[config.mk]
export PLATFORM = sky130hd
export DESIGN_NAME = flash_cmd_seq
export DESIGN_NICKNAME = d
export VERILOG_FILES = /design/src/rtl/fcs_pkg.sv /design/src/rtl/fcs_status.sv /design/src/rtl/fcs_lock_table.sv /design/src/rtl/flash_cmd_seq.sv
export SDC_FILE = /design/constraint.sdc
export NUM_CORES = 1
export LEC_CHECK = 0
export BUFFER_PORTS_ARGS = -buffer_cell sky130_fd_sc_hd__buf_4
export CAP_MARGIN = 10
export CORE_MARGIN = 2
export CORE_UTILIZATION = 55
export DETAILED_ROUTE_END_ITERATION = 10
export PLACE_DENSITY = 0.85
export SLEW_MARGIN = 5
export SYNTH_ARGS = -nofsm -noshare
export SYNTH_HDL_FRONTEND = slang
export SYNTH_HIERARCHICAL = 1
export SYNTH_SLANG_ARGS = --single-unit
[constraint.sdc]
create_clock -name clk -period 8.6 [get_ports clk]
set_input_delay 0.43 -clock clk [delete_from_list [all_inputs] [get_ports clk]]
set_output_delay 0.43 -clock clk [all_outputs]
set_load 0.005 [all_outputs]
[src/rtl/fcs_pkg.sv]
package fcs_pkg;

    localparam logic [7:0] CMD_RD_ARRAY  = 8'hFF;
    localparam logic [7:0] CMD_RD_IDENT  = 8'h90;
    localparam logic [7:0] CMD_RD_QUERY  = 8'h98;
    localparam logic [7:0] CMD_RD_STATUS = 8'h70;
    localparam logic [7:0] CMD_CLR_SR    = 8'h50;
    localparam logic [7:0] CMD_SUSPEND   = 8'hB0;
    localparam logic [7:0] CMD_CONFIRM   = 8'hD0;
    localparam logic [7:0] CMD_ERASE     = 8'h20;
    localparam logic [7:0] CMD_PROG_A    = 8'h40;
    localparam logic [7:0] CMD_PROG_B    = 8'h10;
    localparam logic [7:0] CMD_LOCK      = 8'h60;
    localparam logic [7:0] CMD_BUF       = 8'hE8;
    localparam logic [7:0] SUB_SET_BLK   = 8'h01;
    localparam logic [7:0] SUB_SET_MST   = 8'hF1;

    localparam logic [7:0] SRB_ERASE_ERR = 8'h20;
    localparam logic [7:0] SRB_PROG_ERR  = 8'h10;
    localparam logic [7:0] SRB_SUPPLY    = 8'h08;
    localparam logic [7:0] SRB_LOCKED    = 8'h02;
    localparam logic [7:0] SRB_STICKY    = 8'h3A;

    typedef enum logic [1:0] {
        RM_ARRAY  = 2'd0,
        RM_IDENT  = 2'd1,
        RM_QUERY  = 2'd2,
        RM_STATUS = 2'd3
    } rmode_t;

    typedef enum logic [2:0] {
        OP_NONE      = 3'd0,
        OP_ERASE     = 3'd1,
        OP_PROG      = 3'd2,
        OP_BUFPROG   = 3'd3,
        OP_SETLK     = 3'd4,
        OP_CLRLK     = 3'd5,
        OP_SETMASTER = 3'd6
    } op_kind_t;

    typedef enum logic [2:0] {
        SQ_IDLE, SQ_ERASE, SQ_PROG, SQ_LOCK, SQ_BUFCNT, SQ_BUFDATA, SQ_BUFCONF
    } seq_t;

    typedef enum logic [3:0] {
        CC_RDARR, CC_IDENT, CC_QUERY, CC_RDSR, CC_CLRSR, CC_SUSP, CC_CONFIRM,
        CC_ERASE, CC_PROG, CC_LOCK, CC_BUF, CC_OTHER
    } cmd_class_t;

    function automatic cmd_class_t classify(input logic [7:0] b);
        case (b)
            CMD_RD_ARRAY:         return CC_RDARR;
            CMD_RD_IDENT:         return CC_IDENT;
            CMD_RD_QUERY:         return CC_QUERY;
            CMD_RD_STATUS:        return CC_RDSR;
            CMD_CLR_SR:           return CC_CLRSR;
            CMD_SUSPEND:          return CC_SUSP;
            CMD_CONFIRM:          return CC_CONFIRM;
            CMD_ERASE:            return CC_ERASE;
            CMD_PROG_A, CMD_PROG_B: return CC_PROG;
            CMD_LOCK:             return CC_LOCK;
            CMD_BUF:              return CC_BUF;
            default:              return CC_OTHER;
        endcase
    endfunction

    // Failure class bit reported when an operation of this kind is refused
    function automatic logic [7:0] fail_bit(input op_kind_t k);
        return (k == OP_ERASE || k == OP_CLRLK) ? SRB_ERASE_ERR : SRB_PROG_ERR;
    endfunction

endpackage

[src/rtl/fcs_status.sv]
module fcs_status
    import fcs_pkg::*;
(
    input  logic       clk,
    input  logic       rst,
    input  logic [7:0] set_bits,
    input  logic       clr_err,
    input  logic       busy,
    input  logic       susp,
    output logic [7:0] sr
);

    logic [7:0] err_q;

    always_ff @(posedge clk) begin
        if (rst)          err_q <= '0;
        else if (clr_err) err_q <= set_bits & SRB_STICKY;
        else              err_q <= err_q | (set_bits & SRB_STICKY);
    end

    assign sr = (err_q & SRB_STICKY) | {(~busy) | susp, susp, 6'b0};

    AST_ERR_STICKY: assert property (@(posedge clk) disable iff (rst)
        (sr[5] && !clr_err) |=> sr[5]);

endmodule

[src/rtl/fcs_lock_table.sv]
module fcs_lock_table #(
    parameter int NBLK = 32,
    parameter int IW   = $clog2(NBLK)
)(
    input  logic          clk,
    input  logic          rst,
    input  logic [IW-1:0] q_idx,
    output logic          q_locked,
    input  logic [IW-1:0] u_idx,
    input  logic          set_blk,
    input  logic          clr_all,
    input  logic          set_master,
    output logic          master
);

    logic [NBLK-1:0] lk_vec;
    logic            master_q;

    for (genvar g = 0; g < NBLK; g++) begin : g_blk
        logic bit_q;
        always_ff @(posedge clk) begin
            if (rst || clr_all)                      bit_q <= 1'b0;
            else if (set_blk && u_idx == IW'(g))     bit_q <= 1'b1;
        end
        assign lk_vec[g] = bit_q;
    end

    always_ff @(posedge clk) begin
        if (rst)             master_q <= 1'b0;
        else if (set_master) master_q <= 1'b1;
    end

    assign q_locked = lk_vec[q_idx];
    assign master   = master_q;

    AST_MASTER_STICKY: assert property (@(posedge clk) disable iff (rst)
        master |=> master);
    AST_CLEAR_ALL: assert property (@(posedge clk) disable iff (rst)
        (clr_all && !set_blk) |=> (lk_vec == '0));

endmodule

[src/rtl/flash_cmd_seq.sv]
module flash_cmd_seq
    import fcs_pkg::*;
#(
    parameter int ADDR_W    = 22,
    parameter int NBLK      = 32,
    parameter int BUF_BYTES = 32,
    localparam int BLK_W    = $clog2(NBLK),
    localparam int LEN_W    = $clog2(BUF_BYTES + 1)
)(
    input  logic              clk,
    input  logic              rst,
    input  logic              wr_en,
    input  logic [ADDR_W-1:0] wr_addr,
    input  logic [7:0]        wr_data,
    input  logic              prog_en,
    input  logic              hv_override,
    input  logic              eng_done,
    output logic [1:0]        read_mode,
    output logic              op_start,
    output logic [2:0]        op_kind,
    output logic [ADDR_W-1:0] op_addr,
    output logic [7:0]        op_data,
    output logic [LEN_W-1:0]  op_len,
    output logic              op_hold,
    output logic [7:0]        status
);

    seq_t              seq_q, seq_d;
    rmode_t            mode_q, mode_d;
    op_kind_t          kind_q;
    logic              running_q, running_d, susp_q, susp_d, start_q;
    logic [ADDR_W-1:0] addr_q, bufaddr_q, bufaddr_d;
    logic [7:0]        data_q;
    logic [LEN_W-1:0]  len_q, left_q, left_d, buflen_q, buflen_d;

    cmd_class_t        cc;
    logic              seq_err, try_launch, go, clr_err, denied;
    op_kind_t          try_kind;
    logic [ADDR_W-1:0] try_addr;
    logic [LEN_W-1:0]  try_len;
    logic [7:0]        set_bits;
    logic              upd_set, upd_clr, upd_master;
    logic              lk_hit, master_lk;

    fcs_lock_table #(.NBLK(NBLK), .IW(BLK_W)) u_locks (
        .clk        (clk),
        .rst        (rst),
        .q_idx      (try_addr[ADDR_W-1 -: BLK_W]),
        .q_locked   (lk_hit),
        .u_idx      (addr_q[ADDR_W-1 -: BLK_W]),
        .set_blk    (upd_set),
        .clr_all    (upd_clr),
        .set_master (upd_master),
        .master     (master_lk)
    );

    fcs_status u_status (
        .clk      (clk),
        .rst      (rst),
        .set_bits (set_bits),
        .clr_err  (clr_err),
        .busy     (running_q),
        .susp     (susp_q),
        .sr       (status)
    );

    always_comb begin
        seq_d      = seq_q;
        mode_d     = mode_q;
        running_d  = running_q;
        susp_d     = susp_q;
        left_d     = left_q;
        buflen_d   = buflen_q;
        bufaddr_d  = bufaddr_q;
        seq_err    = 1'b0;
        try_launch = 1'b0;
        try_kind   = OP_NONE;
        try_addr   = wr_addr;
        try_len    = '0;
        clr_err    = 1'b0;
        set_bits   = '0;
        denied     = 1'b0;
        go         = 1'b0;
        upd_set    = 1'b0;
        upd_clr    = 1'b0;
        upd_master = 1'b0;
        cc         = classify(wr_data);

        if (running_q && eng_done) begin
            running_d = 1'b0;
            susp_d    = 1'b0;
            case (kind_q)
                OP_SETLK:     upd_set    = 1'b1;
                OP_CLRLK:     upd_clr    = 1'b1;
                OP_SETMASTER: upd_master = 1'b1;
                default: ;
            endcase
        end

        if (wr_en) begin
            if (running_q) begin
                if (!susp_q) begin
                    if (cc == CC_SUSP && kind_q == OP_ERASE) susp_d = 1'b1;
                end else begin
                    case (cc)
                        CC_RDARR:   mode_d = RM_ARRAY;
                        CC_IDENT:   mode_d = RM_IDENT;
                        CC_QUERY:   mode_d = RM_QUERY;
                        CC_RDSR:    mode_d = RM_STATUS;
                        CC_CONFIRM: begin susp_d = 1'b0; mode_d = RM_STATUS; end
                        default: ;
                    endcase
                end
            end else begin
                case (seq_q)
                    SQ_IDLE: begin
                        case (cc)
                            CC_RDARR: mode_d  = RM_ARRAY;
                            CC_IDENT: mode_d  = RM_IDENT;
                            CC_QUERY: mode_d  = RM_QUERY;
                            CC_RDSR:  mode_d  = RM_STATUS;
                            CC_CLRSR: clr_err = 1'b1;
                            CC_ERASE: begin seq_d = SQ_ERASE; mode_d = RM_STATUS; end
                            CC_PROG:  begin seq_d = SQ_PROG;  mode_d = RM_STATUS; end
                            CC_LOCK:  begin seq_d = SQ_LOCK;  mode_d = RM_STATUS; end
                            CC_BUF: begin
                                seq_d     = SQ_BUFCNT;
                                mode_d    = RM_STATUS;
                                bufaddr_d = wr_addr;
                            end
                            default: ;
                        endcase
                    end
                    SQ_ERASE: begin
                        seq_d = SQ_IDLE;
                        if (cc == CC_CONFIRM) begin try_launch = 1'b1; try_kind = OP_ERASE; end
                        else seq_err = 1'b1;
                    end
                    SQ_PROG: begin
                        seq_d      = SQ_IDLE;
                        try_launch = 1'b1;
                        try_kind   = OP_PROG;
                    end
                    SQ_LOCK: begin
                        seq_d = SQ_IDLE;
                        if (wr_data == SUB_SET_BLK) begin
                            try_launch = 1'b1; try_kind = OP_SETLK;
                        end else if (wr_data == CMD_CONFIRM) begin
                            try_launch = 1'b1; try_kind = OP_CLRLK;
                        end else if (wr_data == SUB_SET_MST) begin
                            try_launch = 1'b1; try_kind = OP_SETMASTER;
                        end else seq_err = 1'b1;
                    end
                    SQ_BUFCNT: begin
                        if ({1'b0, wr_data} >= 9'(BUF_BYTES)) begin
                            seq_d   = SQ_IDLE;
                            seq_err = 1'b1;
                        end else begin
                            left_d   = LEN_W'({1'b0, wr_data} + 9'd1);
                            buflen_d = LEN_W'({1'b0, wr_data} + 9'd1);
                            seq_d    = SQ_BUFDATA;
                        end
                    end
                    SQ_BUFDATA: begin
                        left_d = left_q - LEN_W'(1);
                        if (left_q == LEN_W'(1)) seq_d = SQ_BUFCONF;
                    end
                    SQ_BUFCONF: begin
                        seq_d = SQ_IDLE;
                        if (cc == CC_CONFIRM) begin
                            try_launch = 1'b1;
                            try_kind   = OP_BUFPROG;
                            try_addr   = bufaddr_q;
                            try_len    = buflen_q;
                        end else seq_err = 1'b1;
                    end
                    default: seq_d = SQ_IDLE;
                endcase
            end
        end

        if (seq_err) begin
            set_bits = SRB_ERASE_ERR | SRB_PROG_ERR;
            mode_d   = RM_STATUS;
        end

        if (try_launch) begin
            mode_d = RM_STATUS;
            case (try_kind)
                OP_ERASE, OP_PROG, OP_BUFPROG: denied = lk_hit && !hv_override;
                OP_SETLK, OP_CLRLK:            denied = master_lk && !hv_override;
                OP_SETMASTER:                  denied = !hv_override;
                default:                       denied = 1'b0;
            endcase
            if (!prog_en)    set_bits = fail_bit(try_kind) | SRB_SUPPLY;
            else if (denied) set_bits = fail_bit(try_kind) | SRB_LOCKED;
            else begin
                go        = 1'b1;
                running_d = 1'b1;
            end
        end
    end

    always_ff @(posedge clk) begin
        if (rst) begin
            seq_q     <= SQ_IDLE;
            mode_q    <= RM_ARRAY;
            running_q <= 1'b0;
            susp_q    <= 1'b0;
            start_q   <= 1'b0;
            kind_q    <= OP_NONE;
            addr_q    <= '0;
            data_q    <= '0;
            len_q     <= '0;
            left_q    <= '0;
            buflen_q  <= '0;
            bufaddr_q <= '0;
        end else begin
            seq_q     <= seq_d;
            mode_q    <= mode_d;
            running_q <= running_d;
            susp_q    <= susp_d;
            start_q   <= go;
            left_q    <= left_d;
            buflen_q  <= buflen_d;
            bufaddr_q <= bufaddr_d;
            if (go) begin
                kind_q <= try_kind;
                addr_q <= try_addr;
                data_q <= wr_data;
                len_q  <= try_len;
            end
        end
    end

    assign read_mode = mode_q;
    assign op_start  = start_q;
    assign op_kind   = kind_q;
    assign op_addr   = addr_q;
    assign op_data   = data_q;
    assign op_len    = len_q;
    assign op_hold   = susp_q;

    AST_START_NEEDS_SUPPLY: assert property (@(posedge clk) disable iff (rst)
        op_start |-> $past(prog_en));
    AST_START_SHOWS_BUSY: assert property (@(posedge clk) disable iff (rst)
        op_start |-> !status[7]);
    AST_LOCKED_NO_ARRAY_OP: assert property (@(posedge clk) disable iff (rst)
        (op_start && (op_kind == 3'(OP_ERASE) || op_kind == 3'(OP_PROG)) && !$past(hv_override))
            |-> !$past(lk_hit));
    AST_HOLD_ONLY_ERASE: assert property (@(posedge clk) disable iff (rst)
        op_hold |-> (op_kind == 3'(OP_ERASE)));
    AST_BUF_LEN_RANGE: assert property (@(posedge clk) disable iff (rst)
        (op_start && op_kind == 3'(OP_BUFPROG)) |-> (op_len != '0 && op_len <= LEN_W'(BUF_BYTES)));

endmodule

# After elaboration in Yosys (flattened, before gate mapping)
# Index checks and enable logic that the tools add are counted.
totals:
  in_bits: 36
  ff_bits: 122
classes:
  n_eq_ne: 77
  magnitude_cmp: 2
  n_mux: 79
  addsub: 2
  n_reduce_logical: 58
  bitwise_logic: 5
ops:
  columns: ["op", "n"]
  rows:
  - ["22-bit 2-to-1 mux", 4]
  - ["5-bit == test (second input constant)", 16]
  - ["6-bit 2-to-1 mux", 11]
  - ["8-bit == test (second input constant)", 7]
  - ["4-bit case mux with 11 select lines", 1]
  - ["5-bit by 4-bit == test with 1-bit output (second input constant)", 8]
  - ["1-bit 2-to-1 mux", 39]
  - ["1-bit logical AND", 36]
  - ["8-bit by 7-bit == test with 1-bit output (second input constant)", 4]
  - ["3-bit == test (second input constant)", 9]
  - ["3-bit case mux with 4 select lines", 2]
  - ["3-bit 2-to-1 mux", 7]
  - ["5-bit by 3-bit == test with 1-bit output (second input constant)", 4]
  - ["4-bit by 3-bit == test with 1-bit output (second input constant)", 4]
  - ["2-bit case mux with 4 select lines", 2]
  - ["4-bit AND reduction", 4]
  - ["2-bit 2-to-1 mux", 7]
  - ["3-bit by 2-bit == test with 1-bit output (second input constant)", 4]
  - ["4-bit == test (second input constant)", 3]
  - ["6-bit case mux with 2 select lines", 1]
  - ["5-bit by 2-bit == test with 1-bit output (second input constant)", 2]
  - ["2-bit OR reduction", 5]
  - ["3-bit by 1-bit == test with 1-bit output (second input constant)", 3]
  - ["1-bit case mux with 3 select lines", 3]
  - ["other kinds (33)", 37]

# Depth between registers and ports, before layout
# Gate-level depths: netlist of run 1.
depth:
  ltp_word: 18
  mapped_depth: 20
  depth_no_buf: 17

# By module
# The synthesis of run 1 kept the hierarchy.
modules_own_cells:
  columns: ["module", "n_inst", "area_each_um2", "seq_area_each_um2", "cells_each"]
  rows:
  - ["flash_cmd_seq", 1, 4307.9, 1621.6, 496]
  - ["fcs_lock_table", 1, 1420.1, 660.6, 167]
  - ["fcs_status", 1, 172.7, 80.1, 21]

# Least setup slack after synthesis of run 1
# No wires, ideal clock.
synth_timing:
  path_type: "input to register"
  start: "input wr_data[0]"
  end: "register addr_q[21] (netlist: op_addr[21])"
  setup_slack_ns: 4.431
  cell_stages: 20
  arrival_time_ns: 4.041
  required_time_ns: 8.472
  setup_ns: 0.128
  n_path_buf: 4
  path_cell_list: "inv_1 -> ha_1 -> nand4bb_2 -> or3_4 -> nor4_2 -> buf_6 -> mux2_2 -> buf_6 -> buf_12 -> mux2i_1 -> a22oi_1 -> nand3_1 -> nand2_1 -> a311o_1 -> nand4_1 -> a211oi_2 -> nor4_4 -> buf_6 -> mux2i_1 -> nor2_1"
synth_via:
  elab_chain_len: 16
  elab_cells_between_ends: 52
  cone_classes: "21 x eq/ne; 27 x mux; 4 x reduce/logical"
synth_rtl:
  columns: ["item", "line_no", "source"]
  rows:
  - ["start: declaration", "flash_cmd_seq.sv:14", "input logic [7:0] wr_data,"]
  - ["8-bit by 7-bit == test with 1-bit output / 8-bit by 5-bit == test with 1-bit output (equally long branches)", "fcs_pkg.sv:51", "case (b)"]
  - ["2-bit OR reduction", "fcs_pkg.sv:51", null]
  - ["4-bit case mux with 11 select lines (*)", "fcs_pkg.sv:51", null]
  - ["4-bit by 3-bit == test with 1-bit output (*)", "flash_cmd_seq.sv:170", "if (cc == CC_CONFIRM) begin"]
  - ["22-bit 2-to-1 mux (*)", "flash_cmd_seq.sv:170", null]
  - ["22-bit 2-to-1 mux (*)", "flash_cmd_seq.sv:115", "case (seq_q)"]
  - ["22-bit 2-to-1 mux (*)", "flash_cmd_seq.sv:101", "if (running_q) begin"]
  - ["22-bit 2-to-1 mux (*)", "flash_cmd_seq.sv:100", "if (wr_en) begin"]
  - ["via try_addr[18]", "flash_cmd_seq.sv:39", "logic [ADDR_W-1:0] try_addr;"]
  - ["[... 1 more ...]", null, null]
  - ["1-bit 2-to-1 mux (not written as such) (*)", "fcs_lock_table.sv:33", "assign q_locked = lk_vec[q_idx];"]
  - ["via lk_hit", "flash_cmd_seq.sv:43", "logic lk_hit, master_lk;"]
  - ["1-bit logical AND (*)", "flash_cmd_seq.sv:190", "OP_ERASE, OP_PROG, OP_BUFPROG: denied = lk_hit && !hv_override;"]
  - ["1-bit case mux with 3 select lines (*)", "flash_cmd_seq.sv:189", "case (try_kind)"]
  - ["1-bit 2-to-1 mux (*)", "flash_cmd_seq.sv:187", "if (try_launch) begin"]
  - ["1-bit 2-to-1 mux (*)", "flash_cmd_seq.sv:196", "else if (denied) set_bits = fail_bit(try_kind) | SRB_LOCKED;"]
  - ["1-bit 2-to-1 mux (*)", "flash_cmd_seq.sv:195", "if (!prog_en) set_bits = fail_bit(try_kind) | SRB_SUPPLY;"]
  - ["1-bit 2-to-1 mux (*)", "flash_cmd_seq.sv:187", null]
  - ["end signal: assignment", "flash_cmd_seq.sv:229", "addr_q <= try_addr;"]
  - ["end: declaration", "flash_cmd_seq.sv:32", "logic [ADDR_W-1:0] addr_q, bufaddr_q, bufaddr_d;"]
# The timed path passes the listed nets; every way through them passes the cells marked *. The select of a mux whose other input is x is not followed.
# A chain may end at the register's enable or synchronous reset.

# Worst setup path after layout of run 1
layout_timing:
  start: "input wr_data[0]"
  end: "register addr_q[19] (netlist: op_addr[19])"
# Same word-level chain as after synthesis.

==> results of run 1 <==
==> routing by layer <==
metal / share of wire / routed length, um
met5: 0 / 0
met4: 0.023 / 310
met3: 0.058 / 802
met2: 0.48 / 6670
met1: 0.44 / 5990
==> registers in the layout, summed over array words and instances, names as in the netlist, 4 cells and up <==
| name | count |
|---|---|
| u_locks/g_blk.bit_q | 32 |
| bufaddr_q | 22 |
| op_addr | 22 |
| op_data | 8 |
| buflen_q | 6 |
| left_q | 6 |
| op_len | 6 |
| u_status/err_q | 4 |
==> final timing paths <==
check,cells after the start,start,to
min,3,wr_addr[12],bufaddr_q[12]
min reg2reg,2,bufaddr_q[6],bufaddr_q[6]
max,19,wr_data[0],op_addr[19]
max reg2reg,16,running_q,op_addr[19]
==> power groups by stage <==
stage	Combinational [mW]	Clock [mW]	Sequential [mW]
final	0.106	0.709	0.562
after global routing	0.116	0.746	0.563
after CTS	0.105	0.715	0.562
after detailed placement	0.104	0	0.574
after global placement	0.102	0	0.573
after floorplan	0.0777	0	0.570
==> layout make-up <==
cell class / instances / area (um^2) / share of cell area
Clock buffer: 17 / 414 / 0.0595
Clock inverter: 15 / 183 / 0.0262
Inverter: 21 / 78.8 / 0.0113
Multi-Input combinational cell: 498 / 3100 / 0.445
Sequential cell: 118 / 2360 / 0.339
Tap cell: 136 / 170 / 0.0244
Timing Repair Buffer: 87 / 653 / 0.0938
==> layout by cell type (no fill, tap or decap), types with 2 or more instances in the layout <==
cell                        count
sky130_fd_sc_hd__clkinv_4       2
sky130_fd_sc_hd__a311o_1        2
sky130_fd_sc_hd__mux2_2         5
sky130_fd_sc_hd__inv_8          4
sky130_fd_sc_hd__o21ai_0       15
sky130_fd_sc_hd__inv_1         21
sky130_fd_sc_hd__inv_6          6
sky130_fd_sc_hd__nor2_1        90
sky130_fd_sc_hd__nor4_1         5
sky130_fd_sc_hd__nor2b_1        8
sky130_fd_sc_hd__bufinv_16      2
sky130_fd_sc_hd__mux2i_1       53
sky130_fd_sc_hd__buf_4         87
sky130_fd_sc_hd__nand4_1        3
sky130_fd_sc_hd__nor3b_1        5
sky130_fd_sc_hd__a221oi_1       3
sky130_fd_sc_hd__nor2_2        13
sky130_fd_sc_hd__a22oi_1        7
sky130_fd_sc_hd__and3_1         5
sky130_fd_sc_hd__or2_2          2
sky130_fd_sc_hd__a211oi_1       4
sky130_fd_sc_hd__dfxtp_1      118
sky130_fd_sc_hd__nand2_1       70
sky130_fd_sc_hd__nand4b_1       2
sky130_fd_sc_hd__and2b_1        3
sky130_fd_sc_hd__ha_1           5
sky130_fd_sc_hd__nor3_1        14
sky130_fd_sc_hd__a31oi_1       10
sky130_fd_sc_hd__a21oi_1       72
sky130_fd_sc_hd__or3_1          5
sky130_fd_sc_hd__nand2b_1      19
sky130_fd_sc_hd__o22ai_1        4
sky130_fd_sc_hd__xor2_1         2
sky130_fd_sc_hd__a211oi_2      18
sky130_fd_sc_hd__xnor2_1        3
sky130_fd_sc_hd__conb_1         2
sky130_fd_sc_hd__nor4_4         2
sky130_fd_sc_hd__nand3_1       19
sky130_fd_sc_hd__clkbuf_16     16
==> worst max-delay path, cell delays in order <==
cell	delay, ns
sky130_fd_sc_hd__buf_4	0.13
sky130_fd_sc_hd__inv_1	0.10
sky130_fd_sc_hd__ha_1	0.21
sky130_fd_sc_hd__nand4bb_2	0.22
sky130_fd_sc_hd__or3_4	0.45
sky130_fd_sc_hd__nor4_4	0.20
sky130_fd_sc_hd__buf_4	0.43
sky130_fd_sc_hd__mux2_2	0.59
sky130_fd_sc_hd__mux2i_1	0.24
sky130_fd_sc_hd__a22oi_1	0.10
sky130_fd_sc_hd__nand4b_1	0.11
sky130_fd_sc_hd__a21oi_1	0.05
sky130_fd_sc_hd__a311o_1	0.35
sky130_fd_sc_hd__nand4_1	0.12
sky130_fd_sc_hd__a211oi_2	0.08
sky130_fd_sc_hd__nor4_4	0.42
sky130_fd_sc_hd__buf_4	0.74
sky130_fd_sc_hd__mux2i_1	0.27
sky130_fd_sc_hd__nor2_1	0.06
==> summary.md, run 1 <==
The core region is 10400 um^2. The fraction of met1 tracks used by global routing came out at 0.317. The longest clock path from root to sink contains 2 buffers. The run gives 0 as the total count of hold-check failures in the final report. The cell row count is 37, and the number of global-route vias before repair is 4846. The tools report the met2 track utilization from global routing as 0.404.

For this block, the initial DRC count from the detailed router was 308. The layout has 809 filler cells. The sum of negative setup slack is 0 ns, and the number of slew-limit violations in the final report is 0. For this run, the number of standard cells in the final layout without fillers is 892.

After synthesis the cells add up to 5900 um^2. The total iterations of the first detailed-routing run was 8; the clock latency on the worst-skew pair was 0.52 ns. Setup repair after global routing left no endpoint under its margin.

Residual DRC count: 0. For the met3 usage in global routing, the log shows 0.0418. The largest fanout of any net on the critical path was 60.

The number of antenna violations at the first check in global routing is 0. The relative slew slack was 0.348; the post-route antenna net violation count was 0. The class of the worst hold path is input port to register. The worst setup path is captured at a register. The number of placed instances, taps included, is 860.

The run gives 784 as the layout net count. The share of total power in the clock network is 0.515. The logs give 0.569 for the initial cell density of the core and 0 for the antenna cell count. Data on the critical path is required at its endpoint by 8.96 ns.

The height of the die is 108 um. The fraction of final layout cells with drive strength greater than 1 is 0.224, and the wire length of the first global-routing pass is 22800 um. In the final routed layout, each cell accounts on average for 15.4 um. The tools report the power dissipated by switching net loads as 0.352 mW. CTS saw 118 sinks. Final HPWL from detailed placement: 9200 um.

The routed wire length came out at 13800 um. The worst setup path is launched from an input port. For the maximum VDD drop, the log shows 0.000148 V. The floorplan die width is 108 um, and the combinational share of power is 0.077. For the utilization after layout, the log shows 0.671.

Largest net degree at the start of global routing: 89. Number of synthesis warnings: 6. The worst hold margin was 0.166 ns; the standard cell area after detailed placement was 6360 um^2. The routed via count was 5145; the worst clock skew was 0.00974 ns. The layer with the highest usage after global routing was met2. Number of gates given a new drive strength after cts: 0.

The area enclosed by the die boundary is 11600 um^2, and the cell internal power dissipation is 1.02 mW. The total track usage is 0.245, and the layout overhead on the synthesized area is 18.0%. The final RePlAce weighted congestion was 0.974; the TritonCTS buffer count was 17. The clock period minus worst slack was 5.05 ns; the post-placement setup slack was 3.11 ns. The data arrival at the endpoint of the critical path is 5.41 ns.

Synthesis handed over a netlist of 683 instances. Power spread over the standard cell area amounts to 198 nW/um^2. The H-tree was split into 4 levels.

For the number of max-cap violations, the log shows 0. The critical path is of the input port to register type. The detailed-route vias per instance was 5.77; the mean instance size in the synthesized netlist was 8.63 um^2.

The logs give 2.60 nW for the standby leakage power and 0 for the total of hold buffers inserted after clock tree synthesis. Overall power consumption after layout is estimated at 1.38 mW. After routing the design area is 6960 um^2.

For the sequential share of power, the log shows 0.408. The transition time at the pin with the least slew margin works out to 0.978 ns. The cell at the root of the clock tree was sky130_fd_sc_hd__clkbuf_8. TritonCTS built the clock tree.

In the post-route analysis, the smallest setup slack over all paths is 3.55 ns. The share of the cycle needed by the critical path after routing is 0.587. Across all register-to-register paths, the minimum setup slack is 3.58 ns.

Number of setup buffers added after CTS: 0. The clock transition at the register clock pins on the worst setup and hold paths after CTS came out at 0.07 ns. The flow ran to the end, and the final reports show no timing, DRC or antenna violations. The top-level I/O count is 87.

The switching share of total power was 0.256; the maximum clock rate was 198 MHz. Global routing finished with a remaining overflow of 0. Setup violations remaining at the end of the flow were counted as 0. In this run the tool buffered the top-level ports with 84 buffer cells.
No activity file was read; power rests on OpenSTA's default activity.
==> inputs of run 2 (changes only) <==
==> constraint.sdc (replaced) <==
create_clock -name clk -period 5.1 [get_ports clk]
set_input_delay 0.255 -clock clk [delete_from_list [all_inputs] [get_ports clk]]
set_output_delay 0.255 -clock clk [all_outputs]
set_load 0.005 [all_outputs]
==> run 2 against run 1 <==
Combinational power grew 85%. Critical path type is now register to register. Die area is the same. Clock-buffer cell count grew 5. Global-route usage grew 1.9 points. Largest cell class unchanged.
==> summary.md, run 2 (synthesized netlist as in run 1, its figures left out) <==
The run finished with clean final reports. The length of routed met3 wiring came out at 943 um (+18%). The number of setup buffers added after CTS was 0 (unchanged).

The area growth from synthesis to layout is 21.4%. The tools report the total of endpoints with negative setup slack in the final report as 0 (unchanged). The worst clock skew came out at 0.0122 ns (+0.00250 ns). The wire length of the first global-routing pass was 24300 um (+6.3%); the overflow left after global routing was 0 (unchanged). The flip-flop count of the largest register after layout came out at 32 (unchanged). The min-delay analysis places its worst path in the category input port to register. For the fill cell total of the finished layout, the log shows 792 (-2.1%). STA classifies the critical path endpoint as a register.

Antenna cell count: 0 (unchanged). The tools report the core area as 10400 um^2 (unchanged). The tools report the sum of negative setup slack as 0 ns (unchanged). The relative slew slack was 0.194 (-0.154); the final worst-path setup slack was 1.01 ns (-2.54 ns). The total of hold buffers inserted after clock tree synthesis was 18 (+18).

Derived from the worst setup path, the maximum achievable clock frequency is 245 MHz. The initial cell density of the core came out at 0.569 (unchanged). The logs give 2 (unchanged) for the number of buffers on the longest clock path and 0 (unchanged) for the number of gates given a new drive strength after cts. The wire length on met1 came out at 6250 um (+4.3%). The standby leakage power was 2.68 nW (+2.8%); the post-route antenna net violation count was 0 (unchanged). The run gives 0.542 ns (-2.57 ns) as the post-placement setup slack.

The total track usage is 0.264 (+0.0186). The logs give 0.087 (+0.010) for the combinational share of power and 806 (+2.8%) for the layout net count. The cell row count was 37 (unchanged). The run gives 118 (unchanged) as the number of clock sinks. Fraction of final layout cells with drive strength greater than 1: 0.215 (-0.00862). The worst setup path category is register to register. The count of port buffers added during placement is 84 (unchanged), and the data arrival at the endpoint of the critical path is 4.46 ns (-0.95 ns). The tools report the number of slew-limit violations in the final report as 0 (unchanged). The power per cell area came out at 316 nW/um^2 (+60%). The routed wire length was 14800 um (+7.3%); the floorplan die width was 108 um (unchanged).

The final HPWL from detailed placement came out at 9850 um (+7.1%). The cell internal power dissipation came out at 1.73 mW (+69%). The run gives 7210 um (+8.1%) as the routed length on met2. The tree is rooted in a sky130_fd_sc_hd__clkbuf_8. The tools report the deepest level of the CTS H-tree as 4 (unchanged). The average detailed-routed wire length per instance came out at 16.2 um (+4.8%).

The top cell types in the final layout, fill and taps aside, are sky130_fd_sc_hd__dfxtp_1, sky130_fd_sc_hd__nor2_1, sky130_fd_sc_hd__buf_4, sky130_fd_sc_hd__a21oi_1, sky130_fd_sc_hd__nand2_1. The top-level I/O count was 87 (unchanged). The transition time at the pin with the least slew margin was 1.20 ns (+0.221 ns). The maximum VDD drop came out at 0.000222 V (+50%). The tools report the number of max-cap violations as 0 (unchanged). The worst setup path is launched from a register. The largest fanout of any net on the critical path is 34 (-43%), and the share of total power in the clock network is 0.494 (-0.021). The top layer reached by signal wires is met4.

The required time at the endpoint of the critical path came out at 5.47 ns (-3.49 ns). Leaving out fill and tap cells, the most frequent cell in the layout is sky130_fd_sc_hd__dfxtp_1. TritonCTS built the clock tree.

The run gives 7 (-1) as the total iterations of the first detailed-routing run. For the total count of hold-check failures in the final report, the log shows 0 (unchanged). Final RePlAce weighted congestion: 0.926 (-4.9%). The routed via count was 5355 (+4.1%).

Number of antenna violations at the first check in global routing: 0 (unchanged). The TritonCTS buffer count was 17 (unchanged). The height of the die is 108 um (unchanged), and the clock period minus worst slack is 4.09 ns. More flip-flops sit in one register than any other, and that register is u_locks/g_blk.bit_q.

Setup repair after global routing left no endpoint under its margin. The tools report the sequential share of power as 0.420 (+0.012). The switching share of total power was 0.233 (-0.0228); the clock latency on the worst-skew pair was 0.54 ns (+0.02 ns). Clock transition at the register clock pins on the worst setup and hold paths after CTS: 0.05 ns (-0.02 ns). The area enclosed by the die boundary was 11600 um^2 (unchanged); the share of the cycle needed by the critical path after routing was 0.802.

The run gives 89 (unchanged) as the largest net degree at the start of global routing. The residual DRC count is 0 (unchanged). The utilization after layout came out at 0.690 (+0.0192). The iteration-0 DRC count of the detailed router is 315 (+2.3%).

For the number of global-route vias before repair, the log shows 5201 (+7.3%). The detailed-route vias per instance was 5.87 (+1.7%); the power dissipated by switching net loads was 0.527 mW (+50%).
## run 2: power groups by stage
stage                     sequential (mW)  combinational (mW)  clock, mW
after CTS                           0.949               0.192       1.13
after global placement              0.967               0.174          0
after global routing                0.950               0.213       1.17
after detailed placement            0.968               0.180          0
after floorplan                     0.961               0.131          0
final                               0.949               0.196       1.12
## run 2: per-layer routing
metal  vias up  global-route usage
met5         -                   0
met4         0               0.121
met3        42              0.0684
met2       218               0.433
met1      2543               0.324
li1       2552                   -
## run 2: area by class of cell
class,count,area (um^2),area share
sequential,118,2360,0.330
timing repair buffer,109,893,0.125
clock inverter,9,103,0.0143
multi-input combinational,498,3100,0.433
clock buffer,22,453,0.0633
inverter,21,78.8,0.0110
tap,136,170,0.0238
## run 2: worst paths after layout
path | from | end | depth (start not counted) | slack [ns]
worst max register to register | seq_q[1] | op_data[0] | 14 | 1.01
worst min-delay path | wr_data[1] | op_data[1] | 3 | 0.008
worst min register to register | bufaddr_q[11] | bufaddr_q[11] | 2 | 0.45
worst max-delay path | seq_q[1] | op_data[0] | 14 | 1.01
## run 2: worst max-delay path: stages, from the launching register on
cell and delay [ns]:
sky130_fd_sc_hd__dfxtp_1 0.54, sky130_fd_sc_hd__inv_1 0.23, sky130_fd_sc_hd__nor4_4 0.46, sky130_fd_sc_hd__mux2_2 0.59
sky130_fd_sc_hd__mux2i_1 0.27, sky130_fd_sc_hd__a22oi_1 0.13, sky130_fd_sc_hd__nand4b_1 0.12, sky130_fd_sc_hd__a21oi_1 0.05
sky130_fd_sc_hd__a311o_1 0.36, sky130_fd_sc_hd__nand4_1 0.12, sky130_fd_sc_hd__a211oi_2 0.08, sky130_fd_sc_hd__nor4_4 0.42
sky130_fd_sc_hd__buf_12 0.27, sky130_fd_sc_hd__mux2i_1 0.22, sky130_fd_sc_hd__nor2_1 0.06
## run 2: per-stage QoR
| step | power, mW | cell area [um^2] | cells | hold slack [ns] |
|---|---|---|---|---|
| floorplan | 1.09 | 5900 | 684 | 0.324 |
| global placement | 1.14 | 6400 | 862 | 0.440 |
| detailed placement | 1.15 | 6400 | 862 | 0.448 |
| CTS | 2.27 | 7140 | 911 | 0.000350 |
| global route | 2.34 | 7160 | 913 | 0.00680 |
| finish | 2.26 | 7160 | 913 | 0.00759 |
